==> src/rtl/rfp_pkg.sv <==
package rfp_pkg;
   localparam int unsigned RFP_DATA_W = 8;
   localparam int unsigned RFP_ADDR_W = 8;

   typedef enum logic [1:0] {
      TGT_NONE = 2'd0,
      TGT_PTR  = 2'd1,
      TGT_RAM  = 2'd2
   } rfp_tgt_e;
endpackage

==> src/rtl/rfp_addr_resolve.sv <==
module rfp_addr_resolve
   import rfp_pkg::*;
#(
   parameter int unsigned ADDR_W    = 8,
   parameter int unsigned IND_ADDR  = 0,
   parameter int unsigned PTR_ADDR  = 4,
   parameter int unsigned RAM_BASE  = 12,
   parameter int unsigned RAM_DEPTH = 68,
   parameter int unsigned IDX_W     = 7
) (
   input  logic [ADDR_W-1:0] addr,
   input  logic [ADDR_W-1:0] ptr,
   output rfp_tgt_e          kind,
   output logic [IDX_W-1:0]  idx
);
   localparam logic [ADDR_W-1:0] IND_A  = ADDR_W'(IND_ADDR);
   localparam logic [ADDR_W-1:0] PTR_A  = ADDR_W'(PTR_ADDR);
   localparam logic [ADDR_W:0]   BASE_A = (ADDR_W+1)'(RAM_BASE);
   localparam logic [ADDR_W:0]   END_A  = (ADDR_W+1)'(RAM_BASE + RAM_DEPTH);

   logic [ADDR_W-1:0] eff;
   logic [ADDR_W:0]   eff_x;
   logic [ADDR_W:0]   off;

   always_comb begin
      eff   = (addr == IND_A) ? ptr : addr;
      eff_x = {1'b0, eff};
      off   = eff_x - BASE_A;
      kind  = TGT_NONE;
      idx   = '0;
      if (eff == IND_A) begin
         kind = TGT_NONE;
      end else if (eff == PTR_A) begin
         kind = TGT_PTR;
      end else if (eff_x >= BASE_A && eff_x < END_A) begin
         kind = TGT_RAM;
         idx  = IDX_W'(off);
      end
   end
endmodule

==> src/rtl/rfp_ptr_reg.sv <==
module rfp_ptr_reg #(
   parameter int unsigned DATA_W = 8
) (
   input  logic              clk,
   input  logic              rst_n,
   input  logic              wr_en,
   input  logic [DATA_W-1:0] wr_data,
   output logic [DATA_W-1:0] q
);
   always_ff @(posedge clk or negedge rst_n) begin
      if (!rst_n)     q <= '0;
      else if (wr_en) q <= wr_data;
   end

   // a write is visible on the next cycle
   p_ptr_load_r3: assert property (@(posedge clk) disable iff (!rst_n)
      wr_en |=> (q == $past(wr_data)));
endmodule

==> src/rtl/rfp_ram_bank.sv <==
module rfp_ram_bank #(
   parameter int unsigned DATA_W         = 8,
   parameter int unsigned DEPTH          = 68,
   parameter int unsigned IDX_W          = 7,
   parameter bit          CLEAR_ON_RESET = 1'b1
) (
   input  logic              clk,
   input  logic              rst_n,
   input  logic              wr_en,
   input  logic [IDX_W-1:0]  wr_idx,
   input  logic [DATA_W-1:0] wr_data,
   input  logic              rd_en,
   input  logic [IDX_W-1:0]  rd_idx,
   output logic [DATA_W-1:0] rd_data
);
   logic [DATA_W-1:0] mem [DEPTH];

   if (CLEAR_ON_RESET) begin : g_clear
      always_ff @(posedge clk or negedge rst_n) begin
         if (!rst_n) begin
            for (int i = 0; i < int'(DEPTH); i++) mem[i] <= '0;
         end else if (wr_en) begin
            mem[wr_idx] <= wr_data;
         end
      end
   end else begin : g_keep
      always_ff @(posedge clk) begin
         if (wr_en) mem[wr_idx] <= wr_data;
      end
   end

   assign rd_data = rd_en ? mem[rd_idx] : '0;

   // the read following a write of the same byte sees the new data
   p_read_after_write_r2: assert property (@(posedge clk) disable iff (!rst_n)
      (rd_en && $past(wr_en) && rd_idx == $past(wr_idx)) |-> (rd_data == $past(wr_data)));
endmodule

==> src/rtl/rfp_regfile.sv <==
module rfp_regfile
   import rfp_pkg::*;
#(
   parameter int unsigned DATA_W         = RFP_DATA_W,
   parameter int unsigned ADDR_W         = RFP_ADDR_W,
   parameter int unsigned IND_ADDR       = 0,
   parameter int unsigned PTR_ADDR       = 4,
   parameter int unsigned RAM_BASE       = 12,
   parameter int unsigned RAM_DEPTH      = 68,
   parameter bit          CLEAR_ON_RESET = 1'b1
) (
   input  logic              clk,
   input  logic              rst_n,
   input  logic [ADDR_W-1:0] rd_addr,
   output logic [DATA_W-1:0] rd_data,
   input  logic              wr_en,
   input  logic [ADDR_W-1:0] wr_addr,
   input  logic [DATA_W-1:0] wr_data
);
   localparam int unsigned IDX_W = (RAM_DEPTH > 1) ? $clog2(RAM_DEPTH) : 1;
   localparam logic [ADDR_W-1:0] IND_A = ADDR_W'(IND_ADDR);
   localparam logic [ADDR_W-1:0] PTR_A = ADDR_W'(PTR_ADDR);

   if (DATA_W != ADDR_W) begin : g_bad_width
      $error("pointer width must equal address width");
   end
   if (IND_ADDR == PTR_ADDR) begin : g_bad_map
      $error("indirect and pointer addresses must differ");
   end
   if (RAM_BASE <= PTR_ADDR || RAM_BASE <= IND_ADDR) begin : g_bad_base
      $error("RAM must sit above the special registers");
   end
   if (RAM_BASE + RAM_DEPTH > (1 << ADDR_W)) begin : g_bad_span
      $error("RAM does not fit in the address space");
   end

   logic [DATA_W-1:0] ptr_q;
   logic [DATA_W-1:0] ram_rd;
   rfp_tgt_e          rd_kind, wr_kind;
   logic [IDX_W-1:0]  rd_idx, wr_idx;

   rfp_addr_resolve #(
      .ADDR_W(ADDR_W), .IND_ADDR(IND_ADDR), .PTR_ADDR(PTR_ADDR),
      .RAM_BASE(RAM_BASE), .RAM_DEPTH(RAM_DEPTH), .IDX_W(IDX_W)
   ) u_rd_res (
      .addr(rd_addr), .ptr(ptr_q), .kind(rd_kind), .idx(rd_idx)
   );

   rfp_addr_resolve #(
      .ADDR_W(ADDR_W), .IND_ADDR(IND_ADDR), .PTR_ADDR(PTR_ADDR),
      .RAM_BASE(RAM_BASE), .RAM_DEPTH(RAM_DEPTH), .IDX_W(IDX_W)
   ) u_wr_res (
      .addr(wr_addr), .ptr(ptr_q), .kind(wr_kind), .idx(wr_idx)
   );

   rfp_ptr_reg #(.DATA_W(DATA_W)) u_ptr (
      .clk(clk), .rst_n(rst_n),
      .wr_en(wr_en && wr_kind == TGT_PTR),
      .wr_data(wr_data),
      .q(ptr_q)
   );

   rfp_ram_bank #(
      .DATA_W(DATA_W), .DEPTH(RAM_DEPTH), .IDX_W(IDX_W),
      .CLEAR_ON_RESET(CLEAR_ON_RESET)
   ) u_ram (
      .clk(clk), .rst_n(rst_n),
      .wr_en(wr_en && wr_kind == TGT_RAM),
      .wr_idx(wr_idx), .wr_data(wr_data),
      .rd_en(rd_kind == TGT_RAM),
      .rd_idx(rd_idx), .rd_data(ram_rd)
   );

   always_comb begin
      unique case (rd_kind)
         TGT_PTR: rd_data = ptr_q;
         TGT_RAM: rd_data = ram_rd;
         default: rd_data = '0;
      endcase
   end

   // the pointer changes only when a write resolves to it
   p_ptr_hold_r3: assert property (@(posedge clk) disable iff (!rst_n)
      !(wr_en && wr_kind == TGT_PTR) |=> $stable(ptr_q));
   // a self-referencing indirect read gives zero
   p_self_read_zero_r6: assert property (@(posedge clk) disable iff (!rst_n)
      (rd_addr == IND_A && ptr_q == IND_A) |-> (rd_data == '0));
   // a self-referencing indirect write leaves the pointer alone
   p_self_write_noop_r7: assert property (@(posedge clk) disable iff (!rst_n)
      (wr_en && wr_addr == IND_A && ptr_q == IND_A) |=> $stable(ptr_q));
   // an indirect read through a pointer to itself returns the pointer address
   p_ind_reads_ptr_r8: assert property (@(posedge clk) disable iff (!rst_n)
      (rd_addr == IND_A && ptr_q == PTR_A) |-> (rd_data == DATA_W'(PTR_ADDR)));
   // unimplemented targets read as zero
   p_unmapped_zero_r9: assert property (@(posedge clk) disable iff (!rst_n)
      (rd_kind == TGT_NONE) |-> (rd_data == '0));
endmodule

==> config.mk <==
export PLATFORM = sky130hd
export DESIGN_NAME = rfp_regfile
export DESIGN_NICKNAME = d
export VERILOG_FILES = /design/src/rtl/rfp_pkg.sv /design/src/rtl/rfp_addr_resolve.sv /design/src/rtl/rfp_ptr_reg.sv /design/src/rtl/rfp_ram_bank.sv /design/src/rtl/rfp_regfile.sv
export SDC_FILE = /design/constraint.sdc
export NUM_CORES = 1
export LEC_CHECK = 0
export ABC_AREA = 1
export ABC_CLOCK_PERIOD_IN_PS = 4500
export BUFFER_PORTS_ARGS = -buffer_cell sky130_fd_sc_hd__buf_2
export CAP_MARGIN = 20
export CELL_PAD_IN_SITES_DETAIL_PLACEMENT = 1
export CELL_PAD_IN_SITES_GLOBAL_PLACEMENT = 2
export CORE_AREA = 2 2 258 260
export CTS_BUF_LIST = sky130_fd_sc_hd__clkbuf_4 sky130_fd_sc_hd__clkbuf_8 sky130_fd_sc_hd__clkbuf_16
export CTS_CLUSTER_SIZE = 30
export DETAILED_ROUTE_END_ITERATION = 16
export DIE_AREA = 0 0 260 262
export GPL_TIMING_DRIVEN = 1
export PLACE_DENSITY = 0.86
export SETUP_SLACK_MARGIN = 0.5
export SYNTH_ARGS = -nofsm -noshare
export SYNTH_HDL_FRONTEND = slang
export SYNTH_SLANG_ARGS = --single-unit
==> constraint.sdc <==
create_clock -name clk -period 4.5 [get_ports clk]
set_input_delay 0 -clock clk [delete_from_list [all_inputs] [get_ports clk]]
set_output_delay 0 -clock clk [all_outputs]
set_load 0.005 [all_outputs]
==> summary.md, run 1 <==
| Metric | Value |
|---|---|
| Status | `complete, no violations` |
| Total of max-cap violations | `0` |
| Synthesis warning total | `0` |
| Synth Area in Adders | `less than 1%` |
| Htree depth | `3` |
| Largest family of logic cells by synthesized area | `simple AND/OR/NAND/NOR gates` |
| Slew Viols, Final | `0` |
| Fmax achieved | `258.3 MHz` |
| Final TNS setup | `0 ns` |
| Compound-Gate Fraction of Synth Area | `13.34%` |
| Root buf cell | `clkbuf_16` |
| Starting density of the core | `40.66%` |
| Clock-pin slew of the registers on the worst-case setup and hold paths | `0.06 ns` |
| Filler cells | `7,797` |
| Fraction of synthesized area in multiplexers | `0%` |
| Overall power | `12.29 mW` |
| Synth async-reset ratio | `100.0%` |
| Antenna fix cells | `0` |
| Setup Crit Path Kind | `reg -> out` |
| 1st-iter DRT viols | `1,841` |
| Worst-skew pair later-pin latency | `between 0.6 and 0.7 ns` |
| Total leakage power | `13.77 nW` |
| GPL Wtd Cong | `0.8576` |
| Chip height | `262 um` |
| DRC | `0` |
| Share of cells above drive strength 1 | `11.00%` |
| Via density | `5.727` |
| Critical path's slowest cell | `dfrtp_1` |
| Drt wl/cell | `23.15 um` |
| Crit path time final | `3.871 ns` |
| Final Cycle Share | `86.02%` |
| Fin. Hold Viols | `0` |
| CTS Buffer Depth | `3` |
| Worst slew pin tran | `1.058 ns` |
| DRT antenna net count | `0` |
| Most frequent CP cell | `nand2_1` |
| Top FF cell, synth | `dfrtp_1` |
| Synth cell types | `34` |
| Port Buffers | `34` |
| Syn nets | `3,404` |
| CTS sink cnt | `~550` |
| Core area | `65,280 um2` |
| Nets | `3,359` |
| Initial antenna violation count | `0` |
| CTS Buf Count | `67` |
| Post-synth EDFFs | `0` |
| Global-route wire length before repair | `151,800 um` |
| Worst path top cell family by delay | `simple AND/OR/NAND/NOR gates` |
| Worst path arrival time | `~3.9 ns` |
| Clock Skews | `0.02187 ns` |
| Tot GR Track Use | `between 20% and 30%` |
| Vias in the first global route | `25,456` |
| Area Growth Syn to Fin | `14.41%` |
| Vias | `24,265` |
| Mapped Cells | `about 3,400` |
| Peak VDD IR | `345.0 uV` |
| Setup WS pre-CTS | `0.7542 ns` |
| Pwr Density | `just over 400 nW/um2` |
| Post-Synth Simple-Gate Area | `28.82%` |
| Mapped cell area | `26,540 um2` |
| Die Span X | `around 260 um` |
| CP required | `4.50 ns` |
| CP Capture Type | `primary output` |
| Total Routed Length | `98,090 um` |
| Total grt overflow | `0` |
| Max transition margin | `29.45%` |
| Final setup margin | `0.6292 ns` |
| RSZ-0062 raised after global routing | `yes` |
| WP buf/inv | `5` |
| Max Fanout on Critical Path | `41` |
| Seq/Total Area, Yosys | `around 52%` |
| CTS tree | `done` |
| Synth Area in XOR/XNOR | `0.1320%` |
| Final setup fails | `0` |
| CP peak stage delay | `0.44 ns` |
| Seq cells post-synth | `between 500 and 600` |
| Startpoint class of the critical path | `flop` |
| Post-Syn Area per Cell | `7.877 um2` |
| Die area | `68,120 um2` |
| Worst-path cell chain | `inv_1, nand2_1, nand2_1, nand2_1, a21oi_4, buf_12, nand3_4, buf_4, buf_16, or2_2, nand3_1, nand3_1, nand3_1, nand2_1, a21oi_1, nand3_2, nand2_1, a21oi_1, buf_2` |
| Worst min path class | `in -> async` |
| Rows | `94` |
| 1st-pass router iterations | `5` |
| Dpl hpwl | `58,690 um` |
| Io pins | `35` |
| Largest net degree at the start of global routing | `139` |
-- sequential cells by signal, indices dropped and copies added, names as in the netlist --
register,count
u_ptr.q,8
u_ram.mem,544
-- report_power, final --
part	switching [mW]	internal [mW]	leakage (nW)
clock	2.23	3.32	1.14
combinational	1.01	0.420	5.00
sequential	0.131	5.19	7.63
-- worst register-to-register path: stages (launching register included) --
cell	delay (ns)
dfrtp_1	0.44
a21oi_1	0.35
inv_1	0.19
ha_1	0.29
a31oi_4	0.19
nand2_2	0.13
nor2_4	0.18
inv_2	0.07
nor2_1	0.13
nand2_1	0.10
nor2_2	0.52
nand2_1	0.54
o21ai_0	0.35
-- kinds of logic (layout without fill, tap and decap cells) --
group / Yosys count / in the layout
buffers and inverters: 347 / 351
AND/OR/NAND/NOR: 1801 / 1801
flip-flops: 552 / 552
adder cells (fa/ha/maj): 8 / 8
AO/OA/AOI/OAI: 657 / 657
XOR/XNOR: 4 / 4
-- cell usage in the layout (no fill, tap or decap), types with 15 or more instances in the layout --
master / netlist / final
clkbuf_8: 0 / 15
o21ai_0: 506 / 506
nand4_1: 100 / 100
nor2_1: 85 / 85
inv_1: 89 / 80
o21ai_2: 49 / 50
o21ai_1: 28 / 27
buf_2: 36 / 33
dfrtp_1: 552 / 551
clkbuf_16: 0 / 72
buf_4: 0 / 63
nand2_1: 1225 / 1224
nand3_1: 350 / 343
a21oi_1: 49 / 41
-- layout make-up --
type	count	area [um2]	share of cell area, %
sequential	552	13810	45.50
multi-input combinational	2470	11450	37.72
clock buffer	95	1992	6.560
timing repair buffer	137	1399	4.607
tap	864	1081	3.560
inverter	96	377.9	1.244
clock inverter	23	245.2	0.8076
-- synth_stat cells (all sizes together) (3+ instances only) --
cell type	number	area share, %
xor2	3	0.099
nand3	351	6.7
ha	8	0.38
nor2	96	1.5
nand2	1237	18
buf	49	1.1
o211ai	14	0.40
o21ai	583	12
or2	7	0.17
clkbuf	202	2.9
a21oi	51	0.99
nand4	100	2.4
inv	95	1.3
nor3	8	0.27
dfrtp	552	52
o22ai	8	0.19
-- worst paths after layout --
path                            cells after the start                          to                       from  slack, ns
worst max-delay path                               19                  rd_data[4]     u_ptr.q[5]$_DFFE_PN0P_       0.63
worst min-delay path                                2  u_ram.mem[325]$_DFFE_PN0P_                      rst_n      0.002
max in group asynchronous                           3  u_ram.mem[179]$_DFFE_PN0P_                      rst_n       3.16
worst max register to register                     12  u_ram.mem[174]$_DFFE_PN0P_     u_ptr.q[2]$_DFFE_PN0P_       0.89
worst min register to register                      2   u_ram.mem[30]$_DFFE_PN0P_  u_ram.mem[30]$_DFFE_PN0P_       0.47
min in group clk                                    3  u_ram.mem[415]$_DFFE_PN0P_                 wr_data[7]       0.06
-- metal layers --
layer  wire (um)  up-vias  track usage [%]
met1       42950    12367            38.24
li1            -    11055                -
met4        3488        0            10.25
met3        4760      198            4.225
met2       46890      645            48.23
met5           0        -                0
-- what timing repair did --
action	CTS	global route
resized for setup	14	37
pin swaps	1	2
endpoints found under the setup margin	8	8
gates cloned	3	4
hold endpoints to repair	127	15
buffers inserted	8	2
hold buffers	4	1
-- metrics by stage --
stage / std cells / utilization, % / instance area [um2] / hold slack, ns
6_report: 4237 / 46.52 / 30360 / 0.001762
5_1_grt: 4237 / 46.52 / 30360 / 0.08240
4_1_cts: 4229 / 46.11 / 30100 / 0.06547
3_5_place_dp: 4096 / 42.26 / 27580 / 0.1076
3_3_place_gp: 4096 / 42.26 / 27580 / 0.1024
2_1_floorplan: 3369 / - / 26540 / -0.2956
(Power assumes the default switching activity.)
==> run 2: changes to the inputs <==
--- a/config.mk
+++ b/config.mk
@@ -6,18 +6,19 @@
 export NUM_CORES = 1
 export LEC_CHECK = 0
 export ABC_AREA = 1
-export ABC_CLOCK_PERIOD_IN_PS = 4500
+export ABC_CLOCK_PERIOD_IN_PS = 3600
 export BUFFER_PORTS_ARGS = -buffer_cell sky130_fd_sc_hd__buf_2
 export CAP_MARGIN = 20
 export CELL_PAD_IN_SITES_DETAIL_PLACEMENT = 1
 export CELL_PAD_IN_SITES_GLOBAL_PLACEMENT = 2
-export CORE_AREA = 2 2 258 260
+export CORE_AREA = 2 2 268 270
 export CTS_BUF_LIST = sky130_fd_sc_hd__clkbuf_4 sky130_fd_sc_hd__clkbuf_8 sky130_fd_sc_hd__clkbuf_16
 export CTS_CLUSTER_SIZE = 30
 export DETAILED_ROUTE_END_ITERATION = 16
-export DIE_AREA = 0 0 260 262
+export DIE_AREA = 0 0 270 272
 export GPL_TIMING_DRIVEN = 1
-export PLACE_DENSITY = 0.86
+export PLACE_DENSITY = 0.8
+export REMOVE_ABC_BUFFERS = 1
 export SETUP_SLACK_MARGIN = 0.5
 export SYNTH_ARGS = -nofsm -noshare
 export SYNTH_HDL_FRONTEND = slang
==> constraint.sdc (replaced) <==
create_clock -name clk -period 3.6 [get_ports clk]
set_input_delay 0 -clock clk [delete_from_list [all_inputs] [get_ports clk]]
set_output_delay 0 -clock clk [all_outputs]
set_load 0.005 [all_outputs]
==> summary.md, run 2 (synthesized netlist as in run 1, its figures left out) <==
| Metric | Value |
|---|---|
| Drt wl/cell | `25.18 um (was 23.15 um)` |
| Worst-path cell chain | `a21oi_4, inv_2, ha_4, inv_2, nand3_4, buf_6, nand3_4, buf_6, buf_12, buf_12, clkbuf_16, nand3_1, nand3_2, nand3_2, nand2_1, nand3_2, nand2_2, nand2_2, nand2_2, a21oi_2, buf_2 (was inv_1, nand2_1, nand2_1, nand2_1, a21oi_4, buf_12, nand3_4, buf_4, buf_16, or2_2, nand3_1, nand3_1, nand3_1, nand2_1, a21oi_1, nand3_2, nand2_1, a21oi_1, buf_2)` |
| Setup Crit Path Kind | `reg -> out (unchanged)` |
| Status | `complete, but fails checks (was complete, no violations)` |
| Rows | `98 (was 94)` |
| Die Span X | `270 um (was 260 um)` |
| Io pins | `35 (unchanged)` |
| Startpoint class of the critical path | `flop (unchanged)` |
| Starting density of the core | `37.51% (was 40.66%)` |
| CP peak stage delay | `0.44 ns (about the same)` |
| Clock-pin slew of the registers on the worst-case setup and hold paths | `0.06 ns (about the same)` |
| CP Capture Type | `primary output (unchanged)` |
| DRT antenna net count | `0 (unchanged)` |
| Placed insts | `4,211 (was 4,096)` |
| R2r setup slk | `0.35 ns (was 0.89 ns)` |
| Worst setup startpoint | `u_ptr.q[2]$_DFFE_PN0P_ (was u_ptr.q[5]$_DFFE_PN0P_)` |
| Worst slew pin tran | `1.153 ns (was 1.058 ns)` |
| GPL Wtd Cong | `0.8938 (was 0.8576)` |
| Chip height | `272 um (was 262 um)` |
| Global-route wire length before repair | `166,600 um (was 151,800 um)` |
| Area Growth Syn to Fin | `30.70% (was 14.41%)` |
| Final Cycle Share | `104.2%` |
| Total of max-cap violations | `0 (unchanged)` |
| Worst min path class | `in -> async (unchanged)` |
| Pwr Density | `464.8 nW/um2 (was 404.9 nW/um2)` |
| Port Buffers | `34 (unchanged)` |
| Largest net degree at the start of global routing | `101 (was 139)` |
| Root buf cell | `clkbuf_16 (unchanged)` |
| Slew Viols, Final | `0 (unchanged)` |
| Nets | `3,542 (was 3,359)` |
| Filler cells | `8,215 (was 7,797)` |
| Final core utilization | `49.03% (was 46.52%)` |
| Biggest register | `u_ram.mem (unchanged)` |
| 1st-iter DRT viols | `2,662 (was 1,841)` |
| 1st-pass router iterations | `5 (unchanged)` |
| Total grt overflow | `0 (unchanged)` |
| Register Area | `13,820 um2 (was 13,810 um2)` |
| Clock Skews | `0.02485 ns (was 0.02187 ns)` |
| Max reg flops | `544 (unchanged)` |
| Vias in the first global route | `26,616 (was 25,456)` |
| Dpl hpwl | `60,220 um (was 58,690 um)` |
| Multi-input logic area | `12,890 um2 (was 11,450 um2)` |
| Max transition margin | `23.16% (was 29.45%)` |
| Worst path arrival time | `3.75 ns (was 3.87 ns)` |
| Biggest regs | `u_ram.mem: 544 flops, u_ptr.q: 8 flops (unchanged)` |
| Worst-skew pair later-pin latency | `0.61 ns (was 0.62 ns)` |
| CTS Buffer Depth | `3 (unchanged)` |
| Fin. Hold Viols | `0 (unchanged)` |
| CTS sink cnt | `552 (unchanged)` |
| Setup WS pre-CTS | `-0.2517 ns (was 0.7542 ns)` |
| Initial antenna violation count | `0 (unchanged)` |
| R2R Path End | `u_ram.mem[215]$_DFFE_PN0P_ (was u_ram.mem[174]$_DFFE_PN0P_)` |
| CP required | `3.60 ns (was 4.50 ns)` |
| Total leakage power | `15.88 nW (was 13.77 nW)` |
| Commonest cells after routing, fill and taps aside | `nand2_1 (1,101), dfrtp_1 (546), o21ai_0 (500), nand3_1 (261), buf_4 (140) (was nand2_1 (1,224), dfrtp_1 (551), o21ai_0 (506), nand3_1 (343), nand4_1 (100))` |
| Fmax achieved | `around 270 MHz` |
| Die area | `73,440 um2 (was 68,120 um2)` |
| CTS tree | `done (unchanged)` |
| RSZ-0062 raised after global routing | `yes (unchanged)` |
| Overall power | `16.12 mW (was 12.29 mW)` |
| Failing checks | `negative setup slack` |
| Crit path time final | `~3.8 ns` |
| Total Routed Length | `113,500 um (was 98,090 um)` |
| Final setup margin | `-0.1521 ns (was 0.6292 ns)` |
| Share of cells above drive strength 1 | `23.94% (was 11.00%)` |
| Final setup fails | `8 (was 0)` |
| DRC | `0 (unchanged)` |
| RR Startpoint | `u_ptr.q[4]$_DFFE_PN0P_ (was u_ptr.q[2]$_DFFE_PN0P_)` |
| Antenna fix cells | `0 (unchanged)` |
| Worst r2r path cells | `18 (was 12)` |
| Critical path's slowest cell | `dfrtp_2 (was dfrtp_1)` |
| CTS Buf Count | `67 (unchanged)` |
| Htree depth | `3 (unchanged)` |
| Vias | `25,911 (was 24,265)` |
| Post-route insts no fill | `4,505 (was 4,237)` |
| Via density | `5.752 (was 5.727)` |
| Max Fanout on Critical Path | `10 (was 41)` |
| Tot GR Track Use | `29.51% (was 28.84%)` |
| Most common cell after layout, fill and taps aside | `nand2_1 (unchanged)` |
| Peak VDD IR | `299.1 uV (was 345.0 uV)` |
| Core area | `70,750 um2 (was 65,280 um2)` |
[run 2: cell types whose count changed in the layout (fill, tap and decap cells not counted), moves of 19 or more]
cell	delta
nand2_4	+40
buf_6	+32
nand3_1	-82
nand2_2	+82
nand2_1	-123
a21oi_2	+19
nor2_1	-28
nand3_2	+74
buf_4	+77
nor2_4	+21
a21oi_1	-25
buf_12	+36
buf_16	+30
[run 2: per-stage QoR]
| stage | area, um2 | TNS [ns] | hold WS, ns |
|---|---|---|---|
| 6_report | 34690 | -1.056 | 0.05211 |
| 5_1_grt | 34690 | -1.760 | 0.09519 |
| 4_1_cts | 33300 | 0 | 0.04008 |
| 3_5_place_dp | 28060 | -15.36 | 0.1350 |
| 3_3_place_gp | 28060 | -1.235 | 0.1267 |
| 2_1_floorplan | 25500 | -88.91 | -0.2956 |
[run 2: worst max-delay path by stage]
stage                     cells after the start  slack (ns)                          to
after floorplan                              15      -11.14                  rd_data[2]
after global placement                       22       -0.07                  rd_data[2]
after detailed placement                     20       -0.25  u_ram.mem[164]$_DFFE_PN0P_
after CTS                                    18        0.13                  rd_data[3]
after global routing                         25       -0.24                  rd_data[0]
final                                        21       -0.15                  rd_data[6]
[run 2: layout make-up]
cell class | count | area share [%]
clock buffers | 101 | 5.905
clock inverters | 16 | 0.6204
inverters | 96 | 1.212
multi-input cells | 2470 | 37.16
flip-flops and latches | 552 | 39.84
well taps | 950 | 3.427
repair buffers | 320 | 11.83
[run 2: report_power, final]
group	leakage [nW]	internal, mW	switching (mW)
clock network	1.14	4.29	2.76
registers	7.63	6.48	0.169
logic	7.12	0.856	1.57
[run 2: per-layer routing]
layer  track usage (%)  share of wire (%)  wire [um]  up-vias
li1                  -                  -          -    11444
met1             39.66                 43      49300    13276
met5                 0                  0          0        -
met4             13.89                5.5       6242        0
met2             47.24                 46      51940      882
met3             4.152                5.3       5974      309
[run 2: worst max-delay path: cells and delay by family, from the launching register on]
kind / cells / cell delay, ns
and+or+nand+nor: 10 / 1.14
adders and majority gates: 1 / 0.17
DFF: 1 / 0.44
buffers and inverters: 8 / 1.11
AOI/OAI and AO/OA: 2 / 0.26
[run 2: repair_timing]
action	CTS	global route
resized for setup	333	198
endpoints found under the setup margin	357	539
hold buffers	5	0
pin swaps	75	103
gates cloned	30	10
setup buffers	82	50
endpoints found under the hold margin	137	0
